$ cat src/rtl/cbq_pkg.sv
package cbq_pkg;

  // software byte (bits 7:0 of the handover word)
  localparam int SW_VALID_BIT = 7;
  localparam int SW_PURGE_BIT = 6;
  localparam int SW_IRQ_BIT   = 5;

  // hardware byte (bits 15:8 of the handover word)
  localparam logic [7:0] HW_TAKEN_MASK = 8'h80;
  localparam logic [7:0] HW_DONE_MASK  = 8'h40;
  localparam int         HW_DONE_BIT   = 6;

  // word offsets inside one entry
  localparam int WORD_HANDOVER = 0;
  localparam int WORD_COMMAND  = 1;
  localparam int WORD_STATUS   = 2;

  typedef struct packed {
    logic [15:0] chk;
    logic [7:0]  hw;
    logic [7:0]  sw;
  } handover_t;

  typedef struct packed {
    logic [7:0]  func;
    logic [7:0]  cmd;
    logic [15:0] opts;
  } cmd_word_t;

  typedef enum logic [2:0] {
    S_POLL,
    S_RD_HAND,
    S_WR_TAKEN,
    S_RD_CMD,
    S_EXEC,
    S_WAIT,
    S_WR_STAT,
    S_WR_DONE
  } eng_state_e;

endpackage

$ cat src/rtl/cbq_head_ptr.sv
module cbq_head_ptr #(
  parameter int DEPTH       = 8,
  parameter int AW          = 16,
  parameter int ENTRY_WORDS = 4,
  parameter int BASE_ADDR   = 16
) (
  input  logic          clk,
  input  logic          rst_n,
  input  logic          advance,
  output logic [AW-1:0] entry_base
);
  localparam int IW = (DEPTH > 1) ? $clog2(DEPTH) : 1;
  localparam logic [IW-1:0] LAST = IW'(DEPTH - 1);

  logic [IW-1:0] idx_q, idx_d;

  always_comb begin
    idx_d = idx_q;
    if (advance) idx_d = (idx_q == LAST) ? '0 : idx_q + 1'b1;
  end

  always_ff @(posedge clk or negedge rst_n) begin
    if (!rst_n)       idx_q <= '0;
    else if (advance) idx_q <= idx_d;
  end

  assign entry_base = AW'(BASE_ADDR) + AW'(ENTRY_WORDS) * AW'(idx_q);

  AST_PTR_STEP: assert property (@(posedge clk) disable iff (!rst_n)
    advance |=> (idx_q == '0) || (idx_q == $past(idx_q) + 1'b1));
  AST_PTR_RANGE: assert property (@(posedge clk) disable iff (!rst_n)
    idx_q <= LAST);

endmodule

$ cat src/rtl/cbq_poll_timer.sv
module cbq_poll_timer #(
  parameter int PW = 16
) (
  input  logic          clk,
  input  logic          rst_n,
  input  logic          load,
  input  logic [PW-1:0] gap,
  output logic          expired
);
  logic [PW-1:0] cnt_q, cnt_d;
  logic          cnt_en;

  always_comb begin
    cnt_d  = cnt_q;
    cnt_en = load || (cnt_q != '0);
    if (load)               cnt_d = gap;
    else if (cnt_q != '0)   cnt_d = cnt_q - 1'b1;
  end

  always_ff @(posedge clk or negedge rst_n) begin
    if (!rst_n)      cnt_q <= '0;
    else if (cnt_en) cnt_q <= cnt_d;
  end

  assign expired = (cnt_q == '0);

  AST_POLL_STEP: assert property (@(posedge clk) disable iff (!rst_n)
    (!load && cnt_q != '0) |=> (cnt_q == $past(cnt_q) - 1'b1));

endmodule

$ cat src/rtl/cbq_fetch_engine.sv
module cbq_fetch_engine
  import cbq_pkg::*;
#(
  parameter int DEPTH       = 8,
  parameter int AW          = 16,
  parameter int ENTRY_WORDS = 4,
  parameter int BASE_ADDR   = 16,
  parameter int PW          = 16
) (
  input  logic          clk,
  input  logic          rst_n,
  input  logic [PW-1:0] poll_gap,
  output logic          mem_req,
  output logic          mem_we,
  output logic [AW-1:0] mem_addr,
  output logic [31:0]   mem_wdata,
  input  logic          mem_ack,
  input  logic [31:0]   mem_rdata,
  output logic          exe_start,
  output logic [7:0]    exe_func,
  output logic [7:0]    exe_cmd,
  output logic [15:0]   exe_opts,
  input  logic          exe_done,
  input  logic [15:0]   exe_status,
  output logic          irq
);

  // asynchronous assertion, synchronous release
  logic [1:0] rs_q;
  logic       rst_ni;
  always_ff @(posedge clk or negedge rst_n) begin
    if (!rst_n) rs_q <= 2'b00;
    else        rs_q <= {rs_q[0], 1'b1};
  end
  assign rst_ni = rs_q[1];

  eng_state_e    state_q, state_d;
  handover_t     hand_q, rd_hand;
  cmd_word_t     cmd_q;
  logic [15:0]   stat_q;
  logic          hand_en, cmd_en, stat_en;
  logic          irq_q, irq_d;
  logic          advance, tmr_load, tmr_expired, take, purge_q;
  logic [AW-1:0] entry_base;

  assign rd_hand = handover_t'(mem_rdata);
  assign take    = rd_hand.sw[SW_VALID_BIT] && !rd_hand.hw[HW_DONE_BIT];
  assign purge_q = hand_q.sw[SW_PURGE_BIT];

  cbq_head_ptr #(
    .DEPTH(DEPTH), .AW(AW), .ENTRY_WORDS(ENTRY_WORDS), .BASE_ADDR(BASE_ADDR)
  ) u_ptr (
    .clk(clk), .rst_n(rst_ni), .advance(advance), .entry_base(entry_base)
  );

  cbq_poll_timer #(.PW(PW)) u_tmr (
    .clk(clk), .rst_n(rst_ni), .load(tmr_load), .gap(poll_gap), .expired(tmr_expired)
  );

  always_comb begin
    state_d   = state_q;
    hand_en   = 1'b0;
    cmd_en    = 1'b0;
    stat_en   = 1'b0;
    tmr_load  = 1'b0;
    advance   = 1'b0;
    mem_req   = 1'b0;
    mem_we    = 1'b0;
    mem_addr  = entry_base + AW'(WORD_HANDOVER);
    mem_wdata = '0;
    case (state_q)
      S_POLL: if (tmr_expired) state_d = S_RD_HAND;
      S_RD_HAND: begin
        mem_req = 1'b1;
        if (mem_ack) begin
          hand_en = 1'b1;
          if (!take) begin
            state_d  = S_POLL;
            tmr_load = 1'b1;
          end else if (rd_hand.sw[SW_PURGE_BIT]) begin
            state_d = S_WR_DONE;
          end else begin
            state_d = S_WR_TAKEN;
          end
        end
      end
      S_WR_TAKEN: begin
        mem_req   = 1'b1;
        mem_we    = 1'b1;
        mem_wdata = {hand_q.chk, hand_q.hw | HW_TAKEN_MASK, hand_q.sw};
        if (mem_ack) state_d = S_RD_CMD;
      end
      S_RD_CMD: begin
        mem_req  = 1'b1;
        mem_addr = entry_base + AW'(WORD_COMMAND);
        if (mem_ack) begin
          cmd_en  = 1'b1;
          state_d = S_EXEC;
        end
      end
      S_EXEC: state_d = S_WAIT;
      S_WAIT: begin
        if (exe_done) begin
          stat_en = 1'b1;
          state_d = S_WR_STAT;
        end
      end
      S_WR_STAT: begin
        mem_req   = 1'b1;
        mem_we    = 1'b1;
        mem_addr  = entry_base + AW'(WORD_STATUS);
        mem_wdata = {16'h0000, stat_q};
        if (mem_ack) state_d = S_WR_DONE;
      end
      S_WR_DONE: begin
        mem_req   = 1'b1;
        mem_we    = 1'b1;
        mem_wdata = {hand_q.chk,
                     hand_q.hw | HW_DONE_MASK | (purge_q ? 8'h00 : HW_TAKEN_MASK),
                     hand_q.sw};
        if (mem_ack) begin
          advance = 1'b1;
          state_d = S_RD_HAND;
        end
      end
      default: state_d = S_POLL;
    endcase
  end

  assign irq_d = advance && hand_q.sw[SW_IRQ_BIT] && !purge_q;

  always_ff @(posedge clk or negedge rst_ni) begin
    if (!rst_ni) begin
      state_q <= S_POLL;
      irq_q   <= 1'b0;
    end else begin
      state_q <= state_d;
      irq_q   <= irq_d;
    end
  end

  always_ff @(posedge clk or negedge rst_ni) begin
    if (!rst_ni) begin
      hand_q <= '0;
      cmd_q  <= '0;
      stat_q <= '0;
    end else begin
      if (hand_en) hand_q <= rd_hand;
      if (cmd_en)  cmd_q  <= cmd_word_t'(mem_rdata);
      if (stat_en) stat_q <= exe_status;
    end
  end

  assign exe_start = (state_q == S_EXEC);
  assign exe_func  = cmd_q.func;
  assign exe_cmd   = cmd_q.cmd;
  assign exe_opts  = cmd_q.opts;
  assign irq       = irq_q;

  AST_REQ_HOLD: assert property (@(posedge clk) disable iff (!rst_ni)
    (mem_req && !mem_ack) |=> (mem_req && $stable(mem_addr) && $stable(mem_we)));
  AST_START_PULSE: assert property (@(posedge clk) disable iff (!rst_ni)
    exe_start |=> !exe_start);
  AST_IRQ_PULSE: assert property (@(posedge clk) disable iff (!rst_ni)
    irq |=> !irq);
  AST_PURGE_NO_EXEC: assert property (@(posedge clk) disable iff (!rst_ni)
    exe_start |-> !purge_q);
  AST_START_ARMED: assert property (@(posedge clk) disable iff (!rst_ni)
    exe_start |-> (hand_q.sw[SW_VALID_BIT] && !hand_q.hw[HW_DONE_BIT]));

endmodule

$ cat config.mk
export PLATFORM = sky130hd
export DESIGN_NAME = cbq_fetch_engine
export DESIGN_NICKNAME = d
export VERILOG_FILES = /design/src/rtl/cbq_pkg.sv /design/src/rtl/cbq_head_ptr.sv /design/src/rtl/cbq_poll_timer.sv /design/src/rtl/cbq_fetch_engine.sv
export SDC_FILE = /design/constraint.sdc
export NUM_CORES = 1
export LEC_CHECK = 0
export ABC_AREA = 1
export BUFFER_PORTS_ARGS = -buffer_cell sky130_fd_sc_hd__buf_4
export CAP_MARGIN = 20
export CORE_UTILIZATION = 47
export DETAILED_ROUTE_END_ITERATION = 10
export GPL_TIMING_DRIVEN = 1
export PLACE_DENSITY = 0.85
export SLEW_MARGIN = 30
export SYNTH_ARGS = -nofsm -noshare
export SYNTH_HDL_FRONTEND = slang
export SYNTH_SLANG_ARGS = --single-unit
$ cat constraint.sdc
create_clock -name clk -period 2.95 [get_ports clk]
set_input_delay 0.1475 -clock clk [delete_from_list [all_inputs] [get_ports clk]]
set_output_delay 0.1475 -clock clk [all_outputs]
set_load 0.02 [all_outputs]
After elaboration in Yosys (flattened, before gate mapping)
Cells that the tools add are included.
W data, S select, Z words.

word-level totals
  logic and storage cells = 74
  bits of input ports = 68
  register bits = 105
  output and inout port bits = 84

operators by class
  bitwise operators = 1
  eq/ne operators = 15
  mux-type cells = 27
  add/subtract/negate cells = 5
  reduce and logical (&&, ||, !) cells = 14

operators by type and width
  kind                     number
  $pmux W32 S3             1
  $mux W16                 2
  $pmux W16 S2             1
  $mux W3                  10
  $pmux W3 S8              1
  $add A16 B1 Y16 const B  1
  $add A16 B2 Y16 const B  1
  $logic_not A16 Y1        1
  $reduce_bool A16 Y1      1
  $sub A16 B1 Y16 const B  1
  $eq A3 B3 Y1 const B     5
  $ne A2 B2 Y1 const B     7
  $mux W1                  11
  $mux W8                  1
  $or A8 B8 Y8             1
  $reduce_and A7 Y1        1
  $add A5 B5 Y6 const A    1
  $eq A3 B2 Y1 const B     2
  $reduce_or A5 Y1         1
  $add A3 B1 Y3 const B    1
  $eq A3 B1 Y1 const B     1
  $logic_and A1 B1 Y1      3
  $logic_not A3 Y1         1
  $reduce_or A3 Y1         1
  other kinds (4)          5

Depth between registers and ports, before layout
  depth after elaboration = 7
  mapped depth = 9
  mapped depth without buffers = 9

Cells and area by module
Synthesis repeated with hierarchy kept, for this count alone.

unflattened totals
  cell total of the unflattened synthesis = 798
  area, all modules = 5933.2 um2

by module, submodules not included
  module            area an instance (um2)  times used  cells an instance  seq. area each (um2)
  cbq_fetch_engine  4473.0                  1           599                2152.1
  cbq_poll_timer    1218.7                  1           169                400.4
  cbq_head_ptr      241.5                   1           30                 75.1

Worst setup path after synthesis
Ideal clock, no wire load.

  kind = reg2out
  from = register state_q[1]
  to = output port mem_wdata[5]
  buffers on the path = 1
  data required time = 2.803 ns
  cell stages (with the launch flop) = 8
  slack = 1.341 ns
  arrival = 1.461 ns
  cells stage by stage = dfrtp_1 buf_4 inv_2 nor2_1 nand2_1 nand2_1 inv_2 o21ai_0

on the way
  longest elaborated chain between the ends = 2
  elaborated cells between the ends (all ways) = 4
  those cells by class = eq/ne: 3; mux: 1

RTL lines
  what                                                 RTL line                 source
  start, declared                                      cbq_fetch_engine.sv:37   eng_state_e state_q, state_d;
  start signal, assigned                               cbq_fetch_engine.sv:137  state_q <= state_d;
  $eq A3 B3 Y1 / $eq A3 B2 Y1 (equally long branches)  cbq_fetch_engine.sv:71   case (state_q)
  $pmux W32 S3 *                                       cbq_fetch_engine.sv:71
  end, declared                                        cbq_fetch_engine.sv:16   output logic [31:0] mem_wdata,

Every way passes the cells marked *; elsewhere a longest branch is shown, timed or not.

Worst setup path after layout
Same ends and word-level chain as after synthesis.

==> summary.txt <==
Worst setup path
  – WP data arrival: 2.39 ns
  – Crit end category: primary output
  – Critical path peak fanout: 18
  – Crit Path Category: reg2out
  – CP startpoint kind: register
  – Required time worst endpoint: 2.80 ns

Power
  – Max IR drop VDD: 0.2859 mV
  – Int Pwr: 0.001855 W
  – Leak: 3.389 nW
  – Clock network power share: 0.348
  – Logic gate share of total power: 0.056
  – Switch share: 0.2379
  – Power Density: 382.7 nW/um^2
  – Reg power frac: 0.595
  – NetSw: 0.0005790 W

Floorplanning
  – # rows: 37
  – Die ar.: 11,060 um^2
  – Die height: 105.2 um
  – Io pins: 152
  – Starting Density: 0.4848
  – Core footprint: 10,320 um^2
  – Die Span X: 105.2 um

Placement
  – GP Congestion: 0.9733
  – IO Port Bufs: 141
  – Dpl hpwl: 8948 um

STA
  – Min Tclk post-route: 2.540 ns
  – Fin crit share: 0.8610
  – Hold WS: 0.01916 ns
  – Fin. Hold Viols: 0
  – Clock Skew: 0.01682 ns
  – Unrepaired setup endpoints after global routing: false
  – Least-Margin Pin Slew: 0.5869 ns
  – Setup violations, final: 0
  – Slew headroom: 0.6088
  – Final Max Slew Viols: 0
  – Highest Clock Rate: 0.3937 GHz
  – Final setup TNS: 0 ns

GRT
  – First-pass GRT wire length: 19,650 um
  – Initial antenna violation count: 0
  – Overall Global Routing Usage: 0.2276
  – Largest net degree at the start of global routing: 79
  – Vias in the first global route: 4,077
  – Global route total overflow: 0

Layout
  – FILL cells: 866
  – N_diodes: 0
  – Layout cells sized above 1: 0.2551
  – FF/Latch Area: 2631 um^2
  – Fin nets: 795
  – Area of the multi-input gates: 1916 um^2
  – Area growth, synth to finish: 27.05%

CTS
  – CTS tree: yes
  – Maximum root-to-sink buffer count: 2
  – TritonCTS buffer count: 9
  – H-tree depth: 3
  – Clock sink count: 105
  – Clock slew at reported path FFs: 0.11 ns
  – Clk root buf: clkbuf_8
  – Worst skew pair latency: 0.37 ns

Routing
  – Drt pass-1 iters: 7
  – Via count: 4,331
  – DRC viols: 0
  – Vias per cell: 5.007
  – Iteration-0 DRC Markers: 306
  – Mean routed wirelength per cell: 14.46 um
  – ANT nets after route: 0
  – Detailed Route WL: 12,510 um

Yosys
  – Post-synth cell types: 32
  – Synth area leaders: dfrtp_1, nand2_1, o21ai_0, inv_1, nor2_1
  – Synth area leader: dfrtp_1
  – Main synth FF type: dfrtp_1
  – Mean Syn Cell Area: 8.555 um^2
  – Top cell type's share of synthesized area: 0.5250
  – Synth cell count leaders: nand2_1, dfrtp_1, o21ai_0
  – Most frequent cell after synthesis: nand2_1
  – EDFF count, synth: 0
  – Async S/R FF share, synth: 1.000
  – Post-Syn Instances: 585
  – Number of synthesized register bits: 105
  – Seq/Total Area, Yosys: 0.5250
  – Synthesized area: 5005 um^2
  – Synth Warn #: 0

Run
  – Maxcap violations: 0

Outcome
  – Status: complete, no violations

Worst hold path
  – Worst hold path class: in2reg
stage by stage:
step                cell area [um^2]  total power [W]  utilization  instances  setup slack [ns]
finish                          6359         0.002434       0.6159        865            0.4099
global route                    6359         0.002526       0.6159        865            0.1152
CTS                             6309         0.002454       0.6111        861            0.4265
detailed placement              6090         0.001606       0.5899        841            0.8506
global placement                6090         0.001603       0.5899        841            0.9426
floorplan                       5040         0.001527            -        594             1.190
worst max-delay path: stages, from the launching register on:
cell and delay, ns:
dfrtp_1 0.60, inv_2 0.08, nor2_1 0.23, nand2_1 0.08
nand2_1 0.36, inv_2 0.27, o21ai_0 0.22, buf_4 0.17
per-layer routing:
| layer | global-route usage | wire length [um] | up-vias |
|---|---|---|---|
| li1 | - | - | 2090 |
| met1 | 0.2787 | 5156 | 2042 |
| met2 | 0.3830 | 6225 | 173 |
| met3 | 0.06114 | 820 | 26 |
| met4 | 0.08652 | 310 | 0 |
| met5 | 0 | 0 | - |
registers in the layout, summed over array words and instances, names as in the netlist, 3 cells and up:
register	count
u_ptr.idx_q	3
exe_func	8
exe_opts	16
exe_cmd	8
hand_q	32
stat_q	16
state_q	3
u_tmr.cnt_q	16
layout by cell type (no fill, tap or decap), drive strengths merged:
master / synthesis / routed
clkinv: 0 / 1
nand3: 22 / 22
dlygate4sd3: 0 / 8
buf: 20 / 142
nor3: 4 / 4
a22o: 12 / 12
nand4: 1 / 1
inv: 81 / 84
xnor2: 1 / 1
dfrtp: 105 / 105
ha: 3 / 3
mux2: 16 / 16
nand2: 138 / 138
o211ai: 1 / 1
conb: 2 / 11
o21ai: 85 / 85
clkbuf: 11 / 12
nor2: 66 / 66
a21boi: 1 / 1
a21oi: 8 / 8
o21bai: 1 / 1
or2: 7 / 7
repair_timing:
action,in CTS,in global routing
setup buffers,0,0
hold endpoints to repair,5,4
gates resized for setup,0,0
hold buffers,4,4
power groups by stage:
stage	Sequential, W	Clock (W)	Combinational, W
2_1_floorplan	0.00149	0	0.0000367
3_3_place_gp	0.00148	0	0.000125
3_5_place_dp	0.00148	0	0.000128
4_1_cts	0.00145	0.000871	0.000133
5_1_grt	0.00145	0.000925	0.000150
6_report	0.00145	0.000848	0.000137
path summary, 6_finish.rpt:
path / to / slack, ns / startpoint / cells after the start
max in group asynchronous: stat_q[11] / 1.96 / rs_q[1] / 1
min in group asynchronous: rs_q[0] / 0.09 / rst_n / 2
setup / recovery: mem_wdata[5] / 0.41 / state_q[1] / 7
setup reg to reg: u_tmr.cnt_q[1] / 0.99 / state_q[1] / 6
hold / removal: stat_q[2] / 0.02 / exe_status[2] / 2
hold reg to reg: exe_cmd[3] / 0.25 / rs_q[1] / 0
kinds of logic (layout without fill, tap and decap cells):
kind of cell / count (synthesis) / after routing / share of synthesized area
muxes: 16 / 16 / 0.04350
other: 2 / 11 / 0.001501
buffers and inverters: 112 / 247 / 0.1010
adders and majority gates: 3 / 3 / 0.007501
AOI/OAI and AO/OA: 108 / 108 / 0.1185
and+or+nand+nor: 238 / 238 / 0.2013
DFF: 105 / 105 / 0.5250
xor gates and xnor gates: 1 / 1 / 0.001750
cell type report:
cell class	count	share of cell area
multi-input cells	377	0.3013
inverters	81	0.04782
repair buffers	150	0.1822
well taps	136	0.02676
clock inverters	4	0.005313
clock buffers	12	0.02283
flip-flops and latches	105	0.4138
(Power assumes the default switching activity.)
